File: src/rtl/wdg_pkg.sv
// Package: shared types for the start-kicked watchdog supervisor.
// Assumes: period codes are decoded only by wdg_countdown.
package wdg_pkg;
    typedef enum logic [1:0] {
        PER_LONG  = 2'b00,
        PER_MID   = 2'b01,
        PER_SHORT = 2'b10,
        PER_OFF   = 2'b11
    } wd_period_e;
endpackage

File: src/rtl/wdg_start_detect.sv
// Module: wdg_start_detect
// Synchronizes the raw bus clock/data lines and emits a one-cycle pulse on
// each start condition (data falling while clock is high).
// Assumes: lines idle high; synchronizer depth STAGES >= 2.
module wdg_start_detect #(
    parameter int STAGES = 2
) (
    input  logic clk,
    input  logic rst_n,
    input  logic scl_i,
    input  logic sda_i,
    output logic start_o
);
    logic [STAGES-1:0] scl_sh;
    logic [STAGES-1:0] sda_sh;
    logic              scl_d;
    logic              sda_d;

    // Purpose: metastability chains plus one delayed copy for edge detection.
    always_ff @(posedge clk) begin
        if (!rst_n) begin
            scl_sh <= '1;
            sda_sh <= '1;
            scl_d  <= 1'b1;
            sda_d  <= 1'b1;
        end else begin
            scl_sh <= {scl_sh[STAGES-2:0], scl_i};
            sda_sh <= {sda_sh[STAGES-2:0], sda_i};
            scl_d  <= scl_sh[STAGES-1];
            sda_d  <= sda_sh[STAGES-1];
        end
    end

    // Purpose: start condition = data fell while clock stayed high.
    always_comb begin
        start_o = scl_d && scl_sh[STAGES-1] && sda_d && !sda_sh[STAGES-1];
    end

    // a start pulse never lasts more than one cycle
    p_single_start_r6: assert property (@(posedge clk) disable iff (!rst_n)
        start_o |=> !start_o);
endmodule

File: src/rtl/wdg_hold_timer.sv
// Module: wdg_hold_timer
// Holds the reset active until supply-good has been high for HOLD
// consecutive ticks; re-arms on supply loss or on a watchdog expiry.
// Assumes: pg_i is already synchronous to clk; HOLD >= 1.
module wdg_hold_timer #(
    parameter int HOLD = 250
) (
    input  logic clk,
    input  logic rst_n,
    input  logic tick_i,
    input  logic pg_i,
    input  logic expire_i,
    output logic active_o
);
    localparam int HW = $clog2(HOLD + 1);

    logic [HW-1:0] cnt;

    // Purpose: hold state and tick count toward release.
    always_ff @(posedge clk) begin
        if (!rst_n) begin
            active_o <= 1'b1;
            cnt      <= '0;
        end else if (!pg_i || expire_i) begin
            active_o <= 1'b1;
            cnt      <= '0;
        end else if (active_o && tick_i) begin
            if (cnt == HW'(HOLD - 1)) begin
                active_o <= 1'b0;
                cnt      <= '0;
            end else begin
                cnt <= cnt + 1'b1;
            end
        end
    end

    // loss of supply asserts reset in the next cycle
    p_pg_drop_r3: assert property (@(posedge clk) disable iff (!rst_n)
        !pg_i |=> active_o);
    // release happens only on a tick consumed with supply good
    p_release_r2: assert property (@(posedge clk) disable iff (!rst_n)
        $fell(active_o) |-> ($past(pg_i) && $past(tick_i)));
    // a watchdog expiry starts a hold
    p_expire_hold_r8: assert property (@(posedge clk) disable iff (!rst_n)
        expire_i |=> active_o);
endmodule

File: src/rtl/wdg_countdown.sv
// Module: wdg_countdown
// Tick-driven down-counter with selectable period. It reloads on a service
// event, on a period-code change and during hold, and pulses expire_o when
// it runs out.
// Assumes: P_LONG >= P_MID >= P_SHORT >= 1.
module wdg_countdown
    import wdg_pkg::*;
#(
    parameter int P_LONG  = 1750,
    parameter int P_MID   = 750,
    parameter int P_SHORT = 250
) (
    input  logic       clk,
    input  logic       rst_n,
    input  logic       tick_i,
    input  logic       kick_i,
    input  logic       hold_i,
    input  wd_period_e sel_i,
    output logic       expire_o
);
    localparam int CW = $clog2(P_LONG + 1);

    logic [CW-1:0] cnt;
    wd_period_e    sel_q;

    function automatic logic [CW-1:0] period_of(wd_period_e s);
        case (s)
            PER_LONG:  return CW'(P_LONG);
            PER_MID:   return CW'(P_MID);
            PER_SHORT: return CW'(P_SHORT);
            default:   return '0;
        endcase
    endfunction

    // Purpose: reload/decrement the timeout and flag expiry.
    always_ff @(posedge clk) begin
        if (!rst_n) begin
            cnt      <= '0;
            sel_q    <= PER_OFF;
            expire_o <= 1'b0;
        end else begin
            sel_q    <= sel_i;
            expire_o <= 1'b0;
            if (hold_i || sel_i == PER_OFF || sel_i != sel_q || kick_i) begin
                cnt <= period_of(sel_i);
            end else if (tick_i) begin
                if (cnt <= CW'(1)) begin
                    expire_o <= 1'b1;
                    cnt      <= period_of(sel_i);
                end else begin
                    cnt <= cnt - 1'b1;
                end
            end
        end
    end

    // a disabled watchdog never expires
    p_off_quiet_r5: assert property (@(posedge clk) disable iff (!rst_n)
        (sel_i == PER_OFF) |=> !expire_o);
    // no expiry is raised while a hold is in progress
    p_hold_blocks_r7: assert property (@(posedge clk) disable iff (!rst_n)
        hold_i |=> !expire_o);
    // counter never exceeds the longest period
    p_no_overflow_r4: assert property (@(posedge clk) disable iff (!rst_n)
        cnt <= CW'(P_LONG));
endmodule

File: src/rtl/wdg_supervisor.sv
// Module: wdg_supervisor (top)
// Watchdog supervisor kicked by bus start conditions, with a power-good
// reset hold. sys_rst_o is active high.
// Assumes: tick_i is a one-cycle pulse; pwr_good_i and wd_sel_i are
// synchronous to clk; scl_i/sda_i are raw asynchronous lines.
module wdg_supervisor
    import wdg_pkg::*;
#(
    parameter int P_LONG      = 1750,
    parameter int P_MID       = 750,
    parameter int P_SHORT     = 250,
    parameter int HOLD        = 250,
    parameter int SYNC_STAGES = 2
) (
    input  logic       clk,
    input  logic       rst_n,
    input  logic       tick_i,
    input  logic       scl_i,
    input  logic       sda_i,
    input  logic       pwr_good_i,
    input  logic [1:0] wd_sel_i,
    output logic       sys_rst_o
);
    logic kick;
    logic expire;
    logic hold;

    wdg_start_detect #(.STAGES(SYNC_STAGES)) u_start (
        .clk     (clk),
        .rst_n   (rst_n),
        .scl_i   (scl_i),
        .sda_i   (sda_i),
        .start_o (kick)
    );

    wdg_countdown #(.P_LONG(P_LONG), .P_MID(P_MID), .P_SHORT(P_SHORT)) u_count (
        .clk      (clk),
        .rst_n    (rst_n),
        .tick_i   (tick_i),
        .kick_i   (kick),
        .hold_i   (hold),
        .sel_i    (wd_period_e'(wd_sel_i)),
        .expire_o (expire)
    );

    wdg_hold_timer #(.HOLD(HOLD)) u_hold (
        .clk      (clk),
        .rst_n    (rst_n),
        .tick_i   (tick_i),
        .pg_i     (pwr_good_i),
        .expire_i (expire),
        .active_o (hold)
    );

    // Purpose: drive the supervised reset from the hold state.
    always_comb begin
        sys_rst_o = hold;
    end
endmodule

File: config.mk
export PLATFORM = sky130hd
export DESIGN_NAME = wdg_supervisor
export DESIGN_NICKNAME = d
export VERILOG_FILES = /design/src/rtl/wdg_pkg.sv /design/src/rtl/wdg_start_detect.sv /design/src/rtl/wdg_hold_timer.sv /design/src/rtl/wdg_countdown.sv /design/src/rtl/wdg_supervisor.sv
export SDC_FILE = /design/constraint.sdc
export NUM_CORES = 1
export LEC_CHECK = 0
export BUFFER_PORTS_ARGS = -buffer_cell sky130_fd_sc_hd__buf_2
export CORE_UTILIZATION = 51
export DETAILED_ROUTE_END_ITERATION = 8
export PLACE_DENSITY = 0.64
export SLEW_MARGIN = 0
export SYNTH_ARGS = -nofsm -noshare
export SYNTH_HDL_FRONTEND = slang
export SYNTH_HIERARCHICAL = 1
export SYNTH_SLANG_ARGS = --single-unit
File: constraint.sdc
create_clock -name clk -period 3.35 [get_ports clk]
set_clock_uncertainty 0.1 [all_clocks]
set_input_delay 0.1675 -clock clk [delete_from_list [all_inputs] [get_ports clk]]
set_output_delay 0.1675 -clock clk [all_outputs]
set_load 0.05 [all_outputs]
---- Word level (Yosys, flattened, before mapping) ----
Cells that the tools add are included.
cells by class
  add/sub/neg operators ................... 2
  magnitude comparators ................... 1
  equality and inequality tests ........... 5
  multiplexer cells ....................... 6
  bitwise logic cells ..................... 2
  reductions and logical operators ........ 15
operator list
  cell                   count
  $mux 11                3
  $pmux 11 s3            1
  $le 11x1->1 const B    1
  $sub 11x1->11 const B  1
  $add 8x1->8 const B    1
  $eq 8x8->1 const B     1
  $mux 8                 1
  $eq 2x2->1 const B     2
  $logic_and 1x1->1      4
  $logic_or 1x1->1       4
  $reduce_or 3->1        1
  $eq 2x1->1 const B     1
  $logic_not 1->1        2
  $logic_not 2->1        1
  $ne 2x2->1             1
  $not 1->1              2
  $reduce_and 2->1       1
  $reduce_bool 2->1      1
  $reduce_or 2->1        1
  $mux 1                 1
word-level totals
  flip-flop bits (word level) ............. 29
  bits of input ports ..................... 8
  logic and storage cells ................. 40

---- Longest topological paths before layout ----
  word-level depth ........................ 5
  depth in mapped cells ................... 8
  mapped depth without buffers ............ 7

---- Hierarchy ----
The synthesis kept the hierarchy.
modules (own cells, without submodules)
  module            instances  cells an instance  area each (µm²)  seq. area each (µm²)
  wdg_countdown     1          119                1008.5           280.3
  wdg_hold_timer    1          53                 486.7            180.2
  wdg_start_detect  1          13                 167.7            120.1

---- Worst setup path before layout ----
Ideal clock, no wire load.
  path type ............................... flip-flop to flip-flop
  start ................................... reg u_count.cnt[1]
  end ..................................... reg u_count.cnt[6]
  setup time .............................. 0.120 ns
  arrival ................................. 1.697 ns
  path slack .............................. 1.433 ns
  cell stages (with the launch flop) ...... 9
  clock period less this slack ............ 1.917 ns
  cells stage by stage .................... dfxtp_1 -> inv_1 -> ha_1 -> o21bai_2 -> and4_1 -> buf_6 -> a21oi_4 -> o22ai_2 -> o31a_1
on the way
  longest elaborated chain between the ends .. 4
  elaborated cells on any way between the ends .. 5
RTL lines
  what                                          line                                      source
  start: declaration                            wdg_countdown.sv:23                       logic [CW-1:0] cnt;
  start signal: assignment                      wdg_countdown.sv:45                       cnt <= period_of(sel_i);
  start signal: assignment                      wdg_countdown.sv:49                       cnt <= period_of(sel_i);
  start signal: assignment                      wdg_countdown.sv:51                       cnt <= cnt - 1'b1;
  $sub 11x1->11 or $le 11x1->1 (tied branches)  wdg_countdown.sv:51, wdg_countdown.sv:47
  $mux 11 (*)                                   wdg_countdown.sv:47                       if (cnt <= CW'(1)) begin
  $mux 11 (*)                                   wdg_countdown.sv:46                       end else if (tick_i) begin
  $mux 11 (*)                                   wdg_countdown.sv:44                       if (hold_i || sel_i == PER_OFF || sel_i != sel_q || kick_i) begin
Mark *: on every way between the ends. The rest lies on a longest branch, timed or not. The select of a mux whose other input is x is not followed.
A chain may end at the register's enable or synchronous reset.

---- Final worst setup path ----
  start ................................... reg u_hold.active_o
  end ..................................... reg u_count.cnt[6]
on the way
  longest elaborated chain between the ends .. 4
  elaborated cells on any way between the ends .. 5
RTL lines
  what                                          line                  source
  start: declaration                            wdg_hold_timer.sv:13  output logic active_o
  start signal: assignment                      wdg_hold_timer.sv:22  active_o <= 1'b1;
  start signal: assignment                      wdg_hold_timer.sv:25  active_o <= 1'b1;
  start signal: assignment                      wdg_hold_timer.sv:29  active_o <= 1'b0;
  $logic_or 1x1->1 (*) (3 in a row)             wdg_countdown.sv:44
  $mux 11 or $reduce_bool 2->1 (tied branches)  -
Mark *: on every way between the ends. The rest lies on a longest branch, timed or not.

==> summary.md <==
| Metric | Value |
|---|---|
| Vias/cell | approximately 6 |
| Grt ovf | 0 |
| DRT iter0 DRCs | 91 |
| Core area | 3080 sq um |
| Setup_tns | 0 ns |
| CTS buffer count | 5 |
| Synth Flop Type | dfxtp_1 |
| Sequential area share after synthesis | a little over a third |
| DIE AREA | 3490 sq um |
| Synthesized area | 1660 sq um |
| Fin area | approximately 1800 sq um |
| Worst EP required | roughly 3.5 ns |
| Critical path class | reg2reg |
| Rel. slew slack | around 60% |
| Crit path max fanout | 15 |
| Root buffer cell | clkbuf_4 |
| Placed cell area | between 1500 and 2000 sq um |
| Worst slew pin tran | just under 0.6 ns |
| Wire per inst | 14.9 microns |
| CTS tree | built |
| Largest net degree at the start of global routing | 24 |
| Ant. Diodes | 0 |
| Routed via count | roughly 1.4k |
| RSZ-0062 raised after global routing | false |
| Max_cap viols | 0 |
| Final Hold Vio Count | 0 |
| Share of cells above drive strength 1 | 14.8% |
| Slowest cell on the critical path | nand3_1 |
| Yosys warns | 6 |
| H-Tree Depth | 2 |
| Ranking of synthesized cells by area | dfxtp_1 35%, ha_1 7.5%, a21oi_1 3.6% |
| Starting density of the core | roughly 54% |
| Final Routed Wirelength | 3570 microns |
| Peak VDD IR | between 0.0002 and 0.00025 V |
| Top cells by count, synth | 29 x dfxtp_1, 15 x nand2_1, 12 x a21oi_1, 11 x inv_1 |
| Critical path, cell by cell | nor3_1 > nand3_1 > a21oi_4 > o22ai_2 > o31a_1 |
| DRT antenna net count | 0 |
| First-pass GRT wire length | between 6000 and 7000 microns |
| DRC | 0 |
| Worst slack, placed | 1.18 ns |
| Clock Pin Slew Worst Setup and Hold Paths | around 0.09 ns |
| Crit path max-delay family | simple AND/OR/NAND/NOR gates |
| Cells after Synth | 185 |
| Asr flop ratio synth | 0% |
| Hold Path Class | in2reg |
| Status | completed |
| Fin crit period | between 2 and 2.5 ns |
| Synth cell types | 56 |
| Worst Path Buf+Inv | 0 |
| Total GRT Usage | a little under a quarter |
| Longest Clk Path Bufs | 2 |
| Number of enable flip-flop cells after synthesis | 0 |
| Setup slack after layout | around 1.2 ns |
| Height of the die | slightly below 60 microns |
| I/O Pins | 9 |
| Critical path launch point type | flip-flop |
| Initial antenna violation count | 0 |
| Slew Limit Fails | 0 |
| Gpl congestion | ~0.9 |
| Syn avg cell area | 8.99 sq um |
| HPWL Detailed | ~2600 microns |
| Final setup vio count | 0 |
| Site Rows | 20 |
| Area growth syn-to-layout | 7.07% |
| Crit-path max cell delay | roughly 0.46 ns |
| Leak Pwr | about 0.65 nW |
| Max frequency | 0.466 GHz |
| Post-synth net total | approximately 200 |
| Nets@finish | 213 |
| Pwr Density | roughly 370 nW/um^2 |
| Count leader, synth | dfxtp_1 |
| Sink Count | 29 |
| Synth area leader | dfxtp_1 |
| Vias in the first global route | between 1k and 1.5k |
| CP Capture Type | flip-flop |
| Die width | ~59 microns |
| Port-buffer cells | 8 |
| Synth top area share | 34.9% |
| # resized after CTS | 0 |
| DRT Pass-1 Iters | 4 |
| Worst EP arrival | about 2.3 ns |
| Number of synthesized register bits | 29 |
| Worst-Skew Late Latency | between 0.3 and 0.4 ns |
| Final period util | roughly 64% |
## sequential cells by signal, summed over array words and instances, names as in the netlist
name              cells
u_hold/cnt            8
u_count/expire_o      1
u_count/sel_q         2
u_start/scl_d         1
u_start/sda_sh        2
u_start/sda_d         1
u_start/scl_sh        2
u_hold/active_o       1
u_count/cnt          11
## cells in the final DEF (no fill, tap or decap), types with 2 or more instances in the layout
cell type and instances:
a21o_1 2, a21oi_1 12, and4_1 2, and4b_1 2, buf_2 8, clkbuf_4 5, clkinv_2 2, dfxtp_1 29
dlygate4sd3_1 2, ha_1 10, inv_1 11, mux2i_1 2, nand2_1 15, nand2b_1 6, nand3_1 5, nand3b_1 2
nand4_1 5, nor2_1 10, nor3_1 7, nor3b_1 3, nor4_1 2, nor4b_1 2, o21ai_0 6, o21ai_1 4
o22ai_1 2, o31a_1 5, or3_1 2, or4_1 2, xnor2_1 2
## kinds of logic (layout without fill, tap and decap cells)
family / Yosys count / count (layout) / share of synthesized area (%)
xor gates and xnor gates: 3 / 3 / 1.58
AOI/OAI and AO/OA: 48 / 48 / 21.0
buffers and inverters: 18 / 29 / 5.42
DFF: 29 / 29 / 34.9
muxes: 2 / 2 / 1.20
adders and majority gates: 10 / 10 / 7.52
and+or+nand+nor: 75 / 75 / 28.4
## what timing repair did
action,4_1_cts,5_1_grt
buffers inserted,0,0
hold buffers,2,0
endpoints found under the hold margin,2,0
## area by class of cell
class,count,area (sq um)
Clock buffer,6,41.3
Clock inverter,2,10.0
Fill cell,283,1300
Inverter,11,41.3
Multi-Input combinational cell,138,992
Sequential cell,29,581
Tap cell,44,55.1
Timing Repair Buffer,10,60.1
## metal layers
metal / vias to the layer above / share of wire [%] / GRT usage, %
met4: 0 / 0.70 / 7.82
met3: 6 / 3.3 / 5.90
met1: 672 / 43 / 25.4
met2: 25 / 53 / 43.5
li1: 704 / - / -
met5: - / 0 / 0
## worst register-to-register path, stage by stage, from the launching register on
cell and delay [ns]:
dfxtp_1 0.45, nor3_1 0.29, nand3_1 0.46, a21oi_4 0.35, o22ai_2 0.10, o31a_1 0.29
## stage by stage
step	hold WS (ns)	instances	utilization (%)	total power, mW
after CTS	0.0557	240	57.8	0.675
after global placement	0.247	230	55.5	0.467
final	0.0739	240	57.8	0.667
after global routing	0.0706	240	57.8	0.708
after detailed placement	0.255	230	55.5	0.470
after floorplan	0.141	185	-	0.447
## final timing paths
check | slack (ns) | depth (start not counted) | endpoint | from
worst max-delay path | 1.20 | 5 | u_count/cnt[6]$_SDFFE_PN0P_ | u_hold/active_o$_SDFFE_PP1P_
worst min-delay path | 0.07 | 3 | u_count/sel_q[0]$_SDFF_PN1_ | wd_sel_i[0]
worst max register to register | 1.20 | 5 | u_count/cnt[6]$_SDFFE_PN0P_ | u_hold/active_o$_SDFFE_PP1P_
worst min register to register | 0.32 | 1 | u_start/sda_sh[1]$_SDFF_PN1_ | u_start/sda_sh[0]$_SDFF_PN1_
## power by group
part / leakage [nW] / switching (mW) / internal (mW)
logic: 0.380 / 0.0541 / 0.0394
registers: 0.238 / 0.0149 / 0.357
clock network: 0.0320 / 0.121 / 0.0799
No activity file was read; power rests on OpenSTA's default activity.
